<file path="config.mk">
export PLATFORM = sky130hd
export DESIGN_NAME = mem_select_decoder
export DESIGN_NICKNAME = d
export VERILOG_FILES = /design/src/rtl/msel_regs.sv /design/src/rtl/msel_ramwin.sv /design/src/rtl/msel_extdec.sv /design/src/rtl/mem_select_decoder.sv
export SDC_FILE = /design/constraint.sdc
export NUM_CORES = 1
export LEC_CHECK = 0
export BUFFER_PORTS_ARGS = -buffer_cell sky130_fd_sc_hd__buf_2
export CORE_AREA = 5 5 44 61
export CTS_CLUSTER_DIAMETER = 120
export DETAILED_ROUTE_END_ITERATION = 10
export DIE_AREA = 0 0 49 66
export GPL_TIMING_DRIVEN = 1
export PLACE_DENSITY = 0.82
export SETUP_SLACK_MARGIN = 0.05
export SLEW_MARGIN = 20
export SYNTH_ARGS = -nofsm -noshare
export SYNTH_HDL_FRONTEND = slang
export SYNTH_SLANG_ARGS = --single-unit
</file>
<file path="constraint.sdc">
create_clock -name clk -period 1.8 [get_ports clk]
set_input_delay 0.54 -clock clk [delete_from_list [all_inputs] [get_ports clk]]
set_output_delay 0.54 -clock clk [all_outputs]
set_load 0.01 [all_outputs]
</file>
<file path="src/rtl/msel_regs.sv">
module msel_regs #(
  parameter int DATA_W  = 8,
  parameter int PAGE_W  = 8,
  parameter int IOA_W   = 8,
  parameter int EN_BIT  = 7,
  parameter logic [IOA_W-1:0] IO_PAGE = 8'h60,
  parameter logic [IOA_W-1:0] IO_CTRL = 8'h61
) (
  input  logic              clk,
  input  logic              rst_n,
  input  logic              ioreq,
  input  logic              io_wr,
  input  logic [IOA_W-1:0]  io_addr,
  input  logic [DATA_W-1:0] io_wdata,
  output logic [DATA_W-1:0] io_rdata,
  output logic [PAGE_W-1:0] page,
  output logic              win_en
);
  logic wr_page, wr_ctrl;

  assign wr_page = ioreq & io_wr & (io_addr == IO_PAGE);
  assign wr_ctrl = ioreq & io_wr & (io_addr == IO_CTRL);

  always_ff @(posedge clk or negedge rst_n) begin
    if (!rst_n) begin
      page   <= '1;
      win_en <= 1'b1;
    end else begin
      if (wr_page) page   <= io_wdata[PAGE_W-1:0];
      if (wr_ctrl) win_en <= io_wdata[EN_BIT];
    end
  end

  always_comb begin
    io_rdata = '0;
    if (ioreq && io_addr == IO_PAGE) io_rdata[PAGE_W-1:0] = page;
    else if (ioreq && io_addr == IO_CTRL) io_rdata[EN_BIT] = win_en;
  end

  // a register write is visible right after the next edge
  a_r9_page_write: assert property (@(posedge clk) disable iff (!rst_n)
    wr_page |=> (page == $past(io_wdata[PAGE_W-1:0])));
  a_r9_ctrl_write: assert property (@(posedge clk) disable iff (!rst_n)
    wr_ctrl |=> (win_en == $past(io_wdata[EN_BIT])));
endmodule

</file>
<file path="src/rtl/msel_ramwin.sv">
module msel_ramwin #(
  parameter int ADDR_W    = 24,
  parameter int PAGE_LOG2 = 16,
  parameter int WIN_LOG2  = 13,
  localparam int PAGE_W   = ADDR_W - PAGE_LOG2,
  localparam int HI_W     = ADDR_W - WIN_LOG2
) (
  input  logic [HI_W-1:0]   addr_hi,
  input  logic [PAGE_W-1:0] page,
  input  logic              win_en,
  input  logic              mreq,
  output logic              hit
);
  function automatic logic win_match(input logic [HI_W-1:0] a,
                                     input logic [PAGE_W-1:0] pg);
    logic top_slot;
    top_slot = &a[PAGE_LOG2-WIN_LOG2-1:0];
    return (a[HI_W-1 -: PAGE_W] == pg) && top_slot;
  endfunction

  assign hit = mreq & win_en & win_match(addr_hi, page);
endmodule

</file>
<file path="src/rtl/msel_extdec.sv">
module msel_extdec #(
  parameter int ADDR_W  = 24,
  parameter int N_CS    = 3,
  parameter logic [N_CS*ADDR_W-1:0] BASES = {24'hA00000, 24'hB00000, 24'h000000},
  parameter logic [N_CS*5-1:0]      SPANS = {5'd20, 5'd20, 5'd22},
  parameter int BANK_CS = 2,
  parameter int N_BANK  = 2,
  localparam int BANK_BITS = (N_BANK > 1) ? $clog2(N_BANK) : 1,
  localparam int BANK_SPAN = int'(SPANS[BANK_CS*5 +: 5])
) (
  input  logic [ADDR_W-1:0] addr,
  input  logic              mreq,
  input  logic              block,
  output logic [N_CS-1:0]   cs_n,
  output logic [N_BANK-1:0] bank_n,
  output logic              any_range
);
  function automatic logic region_hit(input logic [ADDR_W-1:0] a,
                                      input logic [ADDR_W-1:0] base,
                                      input logic [4:0] span);
    logic [ADDR_W-1:0] keep;
    keep = {ADDR_W{1'b1}} << span;
    return (a & keep) == (base & keep);
  endfunction

  logic [N_CS-1:0]      in_rng;
  logic [N_CS-1:0]      grant;
  logic                 active;
  logic [BANK_BITS-1:0] bank_idx;

  for (genvar i = 0; i < N_CS; i++) begin : g_rng
    assign in_rng[i] = region_hit(addr, BASES[i*ADDR_W +: ADDR_W], SPANS[i*5 +: 5]);
  end

  // lowest index wins if ranges ever overlap
  always_comb begin
    grant = '0;
    for (int k = 0; k < N_CS; k++)
      if (in_rng[k] && grant == '0) grant[k] = 1'b1;
  end

  assign active    = mreq & ~block;
  assign cs_n      = ~({N_CS{active}} & grant);
  assign any_range = |in_rng;
  assign bank_idx  = addr[BANK_SPAN-1 -: BANK_BITS];

  for (genvar b = 0; b < N_BANK; b++) begin : g_bank
    assign bank_n[b] = ~(active & grant[BANK_CS] & (bank_idx == BANK_BITS'(b)));
  end
endmodule

</file>
<file path="src/rtl/mem_select_decoder.sv">
module mem_select_decoder #(
  parameter int ADDR_W    = 24,
  parameter int DATA_W    = 8,
  parameter int PAGE_LOG2 = 16,
  parameter int WIN_LOG2  = 13,
  parameter int N_CS      = 3,
  parameter int N_BANK    = 2,
  parameter int BANK_CS   = 2,
  parameter int IOA_W     = 8,
  parameter int EN_BIT    = 7,
  parameter logic [IOA_W-1:0] IO_PAGE = 8'h60,
  parameter logic [IOA_W-1:0] IO_CTRL = 8'h61,
  parameter logic [N_CS*ADDR_W-1:0] BASES = {24'hA00000, 24'hB00000, 24'h000000},
  parameter logic [N_CS*5-1:0]      SPANS = {5'd20, 5'd20, 5'd22}
) (
  input  logic              clk,
  input  logic              rst_n,
  input  logic [ADDR_W-1:0] addr,
  input  logic              mreq,
  input  logic              ioreq,
  input  logic              io_wr,
  input  logic [DATA_W-1:0] io_wdata,
  output logic [DATA_W-1:0] io_rdata,
  output logic [N_CS-1:0]   cs_n,
  output logic [N_BANK-1:0] bank_n,
  output logic              iram_hit,
  output logic              unmapped
);
  localparam int PAGE_W = ADDR_W - PAGE_LOG2;

  logic [PAGE_W-1:0] page;
  logic              win_en;
  logic              ext_any;
  logic              miss_now;

  msel_regs #(
    .DATA_W(DATA_W), .PAGE_W(PAGE_W), .IOA_W(IOA_W), .EN_BIT(EN_BIT),
    .IO_PAGE(IO_PAGE), .IO_CTRL(IO_CTRL)
  ) u_regs (
    .clk(clk), .rst_n(rst_n), .ioreq(ioreq), .io_wr(io_wr),
    .io_addr(addr[IOA_W-1:0]), .io_wdata(io_wdata), .io_rdata(io_rdata),
    .page(page), .win_en(win_en)
  );

  msel_ramwin #(
    .ADDR_W(ADDR_W), .PAGE_LOG2(PAGE_LOG2), .WIN_LOG2(WIN_LOG2)
  ) u_win (
    .addr_hi(addr[ADDR_W-1:WIN_LOG2]), .page(page), .win_en(win_en),
    .mreq(mreq), .hit(iram_hit)
  );

  msel_extdec #(
    .ADDR_W(ADDR_W), .N_CS(N_CS), .BASES(BASES), .SPANS(SPANS),
    .BANK_CS(BANK_CS), .N_BANK(N_BANK)
  ) u_ext (
    .addr(addr), .mreq(mreq), .block(iram_hit),
    .cs_n(cs_n), .bank_n(bank_n), .any_range(ext_any)
  );

  assign miss_now = mreq & ~iram_hit & ~ext_any;

  always_ff @(posedge clk or negedge rst_n) begin
    if (!rst_n) unmapped <= 1'b0;
    else        unmapped <= miss_now;
  end

  // window hit blocks every external strobe
  a_r3_window_blocks: assert property (@(posedge clk) disable iff (!rst_n)
    iram_hit |-> ((&cs_n) && (&bank_n)));
  // at most one region strobe
  a_r8_single_cs: assert property (@(posedge clk) disable iff (!rst_n)
    $onehot0(~cs_n));
  // nothing without a memory request
  a_r8_needs_mreq: assert property (@(posedge clk) disable iff (!rst_n)
    !mreq |-> ((&cs_n) && !iram_hit));
  // a bank strobe only under the board SRAM select
  a_r7_bank_under_cs: assert property (@(posedge clk) disable iff (!rst_n)
    (!(&bank_n)) |-> !cs_n[BANK_CS]);
  // disabled window is silent
  a_r4_disabled_quiet: assert property (@(posedge clk) disable iff (!rst_n)
    !win_en |-> !iram_hit);
  // an unclaimed memory access flags one cycle later
  a_r10_unmapped_flag: assert property (@(posedge clk) disable iff (!rst_n)
    (mreq && (&cs_n) && !iram_hit) |=> unmapped);
endmodule

</file>
==> qor.yml, run 1 <==
yosysTopAreaCellShare_pct: 35.8
cts.sinks: 10
switching_share_pct: 23.4
finalHoldViolations: 0
p_per_area_nw_per_um2: 469
ys_ff_latch: 10
syn_inst: 58
die-area_um2: 3230
crit_buf_inv: 2
place.gp.congestion: 0.707
avgSynthCellArea_um2: 11.4
antenna_left: 0
fmax_mhz: 446
fin_crit_sh_pct: 125
cp_cell_sequence: "xor2_1 > nor4_2 > nand4_1 > buf_4 > nand4b_1 > buf_2"
crit_path_max_fanout: 7
cts.clk_slew.worst_paths_ns: 0.07
place_ws_ns: -0.518
cpMaxStageDelayCell: "dfstp_2"
cts_buffers: 3
io-pin-count: 52
synthTopCellsByArea: "dfstp_2 36%, mux2_2 15%, xor2_1 11%, and2_1 6.6%, dfrtp_1 3.8%"
drt_first_iter_violations: 7
cp.arrival_ns: 1.70
synth_edf_count: 0
p_leak_nw: 0.629
power.total_uw: 550
drtPass1Iterations: 2
end_kind: "output pin"
via_per_inst: 4.76
crit_family: "flip-flops"
clk_latency_ns: 0.26
htreeDepth: 1
syn_nets: 95
drv_slew: 0
slew_headroom_pct: 83.2
rsz0062_at_grt: "yes"
rows: 20
reg2reg_depth: 6
p_sw_uw: 129
p_clk_share_pct: 36.7
max_stage_delay_ns: 0.53
diodes: 0
cts_buffer_depth: 2
grt_pass1_wl_um: 3390
die_w_um: 49
worst_slack_ns: -0.443
pwr-share-seq_pct: 43.7
seq_area_frac_synth_pct: 39.6
start_util_pct: 31.4
status: "complete, but fails checks"
syn_to_final_growth_pct: 77.5
grt_max_degree: 11
yosysWarningCount: 0
min_period_ns: 2.24
hold_slack_ns: 0.120
tns_ns: -4.32
cap_violations: 0
fillCellCount: 203
synthDistinctLibCells: 22
grt.total_usage_pct: 13.2
tightest_slew_ns: 0.251
finalCoreUtilization_pct: 55.8
internal-power_uw: 421
p_comb_share_pct: 19.6
num_vias: 700
wl_per_cell_um: 14.3
die_h_um: 66
synthTopCellsByCount: "9 x dfstp_2, 9 x mux2_2, 8 x xor2_1, 7 x and2_1, 4 x nand3_1"
final_cells: 147
hold_class: "in2async"
skew_ns: 0.00708
setup_viol: 14
finalInstanceArea_um2: 1170
irDropWorstVdd_uv: 504
start_kind: "flop"
drive_above_1_share_pct: 79.2
gr-total-overflow: 0
async_flop_share_pct: 100
dp_cells: 141
grt_pass1_vias: 792
cts_tree: "built"
cp_num_cells: 6
violations: "setup timing"
final_nets: 163
cp_data_required_time_ns: 1.26
cts-root-buf: "clkbuf_4"
place_area_um2: 1060
drc_errors: 0
wl_um: 2110
yosysTopAreaCell: "dfstp_2"
antenna_found_initial: 0
hpwl_um: 1800
critical_path_class: "reg2out"
synth_ff_type: "dfstp_2"
io_buffers: 46
coreArea_um2: 2100
syn-cell-area_um2: 661
[repair_timing]
action,4_1_cts,5_1_grt
gates resized for setup,9,2
endpoints found under the hold margin,0,0
setup endpoints to repair,14,14
buffers inserted,1,1
hold buffers,0,0
cloned,0,0
pin swaps,11,3
[power groups by stage]
stage | Clock (mW) | Combinational (mW) | Sequential (mW)
global placement | 0 | 0.0962 | 0.244
floorplan | 0 | 0.0272 | 0.245
detailed placement | 0 | 0.102 | 0.244
finish | 0.202 | 0.108 | 0.241
global route | 0.225 | 0.118 | 0.242
CTS | 0.209 | 0.107 | 0.241
[cell usage in the layout (no fill, tap or decap)]
master    Yosys  layout
nor4bb_1      1       1
nor4_2        0       2
buf_4         0      17
buf_6         0       7
clkbuf_4      0       3
o211a_1       1       1
nor2_1        3       1
nor4b_4       0       1
xor2_1        8       8
nand3_1       4       4
mux2_2        9       9
dfrtp_1       1       1
dfstp_2       9       9
nand3b_4      1       1
inv_1         1       1
nor2_4        0       1
and2_4        1       6
clkbuf_8      0       1
and2_1        7       2
and4bb_2      1       1
nor2b_1       1       1
nor2_2        0       1
nand2_2       0       1
and4b_1       1       1
mux2i_1       1       1
nand4b_1      1       1
nand4_1       2       2
buf_2         0      39
and4_1        1       1
[worst paths after layout]
path                                 from        endpoint  slack [ns]
min                                 rst_n        unmapped        0.12
max reg2reg                u_regs.page[7]        unmapped        0.23
min reg2reg                 u_regs.win_en   u_regs.win_en        0.64
max in group asynchronous           rst_n  u_regs.page[7]        1.42
min in group clk              io_wdata[5]  u_regs.page[5]        0.51
max                        u_regs.page[7]       bank_n[0]       -0.44
[cell type report]
type                    instances  area, µm²  share of cell area, %
clock buffers                   4       36.3                   3.09
inverters                       1       3.75                  0.320
flip-flops and latches         10        262                   22.3
well taps                      22       27.5                   2.35
repair buffers                 63        402                   34.3
multi-input cells              47        442                   37.7
[worst register-to-register path, cell delays in order, from the launching register on]
cell	delay (ns)
dfstp_2	0.53
xor2_1	0.08
nor4_2	0.31
nand4_1	0.13
buf_4	0.18
buf_4	0.13
o211a_1	0.11
[cell families (layout without fill, tap and decap cells)]
logic type / after synthesis / after routing / share of synthesized area (%)
flops: 10 / 10 / 39.6
simple gates: 28 / 28 / 30.9
compound gates: 1 / 1 / 1.52
mux: 10 / 10 / 16.9
xor+xnor: 8 / 8 / 10.6
buf+inv: 1 / 68 / 0.568
[flip-flops by register name (all words and copies together), names as in the netlist]
name           count
u_regs.page        8
u_regs.win_en      1
unmapped           1
[metal layers]
metal  up-vias  GRT usage (%)  part of all wire (%)
met1       320           11.0                    31
li1        347              -                     -
met4         0           5.05                   2.0
met2        27           27.3                    59
met5         -              0                     0
met3         6           4.51                   7.3
Note: power is estimated with default switching activity, not from simulation.
==> run 2, diff against run 1 <==
- ABC_CLOCK_PERIOD_IN_PS: unset -> 1800
- CELL_PAD_IN_SITES_DETAIL_PLACEMENT: unset -> 1
- CELL_PAD_IN_SITES_GLOBAL_PLACEMENT: unset -> 1
- CORE_AREA: 5 5 44 61 -> 5 5 51 71
- DIE_AREA: 0 0 49 66 -> 0 0 56 76
==> run 2 against run 1 <==
Effect of this change:
- the run still ends with setup timing left
- largest power group is now clock
- via count up 1.6%
- hold slack better by 0.042 ns
- combinational power down 6%
- cell count up 10%
- final area up 2.1%
- non-clock buffer count down 2
- clock skew down 0.0040 ns
- register-to-register slack worse by 0.10 ns
- critical endpoint is now cs_n[0]
- utilization down 15 points
- sequential share of layout area down 0.47 points
- power up 13%
==> qor.yml, run 2 (synthesis gave the netlist of run 1 again) <==
drive_above_1_share_pct: 78.0  # -1.2 points
start_util_pct: 22.2  # -9.2 points
syn_to_final_growth_pct: 81.3
final_common_cell: "buf_2"
drtPass1Iterations: 4  # +2
p_leak_nw: 0.627  # -0.39%
coreArea_um2: 2970  # +41%
status: "complete, but fails checks"
wl_per_cell_um: 14.3  # -0.56%
reg2reg_depth: 7  # +1
place_area_um2: 1060  # -0.12%
min_period_ns: 2.19  # -0.0574 ns
mostFrequentLayoutCells: "39 x buf_2, 14 x buf_4, 9 x mux2_2, 9 x dfstp_2"
drt_first_iter_violations: 4  # -3
worst_slack_ns: -0.385  # +0.0574 ns
gr-total-overflow: 0  # unchanged
grt_pass1_wl_um: 3950  # +16%
cts-root-buf: "clkbuf_8"
via_per_inst: 4.39  # -7.8%
r2r_end: "unmapped"
tightest_slew_ns: 0.289  # +0.0388 ns
p_per_area_nw_per_um2: 518  # +10%
hpwl_um: 1900  # +5.8%
largest-register: "u_regs.page"
skew_ns: 0.00304  # -0.00405 ns
violations: "setup timing"
cts_tree: "built"
antenna_left: 0  # unchanged
hold_class: "in2async"
fillCellCount: 357  # +76%
io-pin-count: 52  # unchanged
cap_violations: 0  # unchanged
dp_cells: 155  # +9.9%
end_kind: "output pin"
reg.largest.list: "u_regs.page: 8 flops, u_regs.win_en: 1 flops, unmapped: 1 flops"
finalHoldViolations: 0  # unchanged
final_cells: 162  # +10%
final_nets: 161  # -1.2%
reg2reg_from: "u_regs.page[4]"
largest_reg_flops: 8  # unchanged
start_kind: "flop"
diodes: 0  # unchanged
die-area_um2: 4260  # +32%
num_vias: 711  # +1.6%
fmax_mhz: 458  # +2.6%
tns_ns: -3.92  # +0.400 ns
grt_max_degree: 11  # unchanged
die_h_um: 76  # +15%
rsz0062_at_grt: "yes"
crit_path_max_fanout: 7  # unchanged
cp_data_required_time_ns: 1.26  # about the same
wl_um: 2310  # +9.6%
setup_viol: 14  # unchanged
clk_latency_ns: 0.23  # -0.03 ns
cts.clk_slew.worst_paths_ns: 0.05  # -0.02 ns
grt_pass1_vias: 849  # +7.2%
io_buffers: 46  # unchanged
hold_buffers: 0  # unchanged
antenna_found_initial: 0  # unchanged
cts_buffers: 3  # unchanged
cts_buffer_depth: 2  # unchanged
rows: 24  # +20%
place.gp.congestion: 0.795  # +12%
slew_headroom_pct: 80.4  # -2.7 points
drv_slew: 0  # unchanged
irDropWorstVdd_uv: 477  # -5.3%
grt.total_usage_pct: 11.6  # -1.6 points
die_w_um: 56  # +14%
fin_crit_sh_pct: 121  # -3.2 points
critical_path_class: "reg2out"
cp.arrival_ns: 1.65  # -0.05 ns
drc_errors: 0  # unchanged
r2r_slack_ns: 0.13  # -0.10 ns
htreeDepth: 1  # unchanged
cts.sinks: 10  # unchanged
finalInstanceArea_um2: 1200  # +2.1%
-- run 2: timing repair --
action | CTS | global route
hold endpoints to repair | 0 | 0
resized for setup | 10 | 1
buffers inserted | 3 | 0
setup endpoints to repair | 14 | 15
pin swaps | 10 | 4
-- run 2: layout make-up --
class / count / area [µm²] / share of cell area, %
clock buffer: 4 / 55.1 / 4.60
inverter: 1 / 3.75 / 0.313
multi-input combinational: 47 / 438 / 36.6
sequential: 10 / 262 / 21.8
tap: 39 / 48.8 / 4.08
timing repair buffer: 61 / 390 / 32.6
-- run 2: worst max path at each step --
stage                              start   endpoint  cells after the start
after floorplan                 addr[17]  bank_n[0]                      4
after global placement          addr[19]  bank_n[0]                      6
after detailed placement        addr[23]  bank_n[0]                      6
after CTS                 u_regs.page[7]  bank_n[0]                      6
after global routing      u_regs.page[1]  bank_n[1]                      6
final                     u_regs.page[4]    cs_n[0]                      6
-- run 2: power breakdown --
group | switching, mW | internal [mW]
logic | 0.0431 | 0.0580
clock network | 0.0857 | 0.192
registers | 0.00424 | 0.237
-- run 2: critical path: stages, from the launching register on --
cell and delay (ns):
dfstp_2 0.54, xor2_1 0.07, nor4_1 0.29, nand4_1 0.15
buf_6 0.16, nand3_1 0.08, buf_2 0.13
-- run 2: metrics by stage --
stage | hold WS [ns] | utilization (%) | setup WS, ns | power [mW]
detailed placement | 0.414 | 35.6 | -0.508 | 0.341
finish | 0.163 | 40.3 | -0.385 | 0.620
floorplan | 0.244 | - | -0.0992 | 0.272
global placement | 0.407 | 35.6 | -0.469 | 0.336
CTS | 0.163 | 40.1 | -0.407 | 0.632
global route | 0.170 | 40.3 | -0.467 | 0.656
-- run 2: routing by layer --
layer	track usage, %	share of wire (%)
met1	10.7	33
met2	23.1	58
met3	3.73	7.7
met4	3.56	1.3
met5	0	0
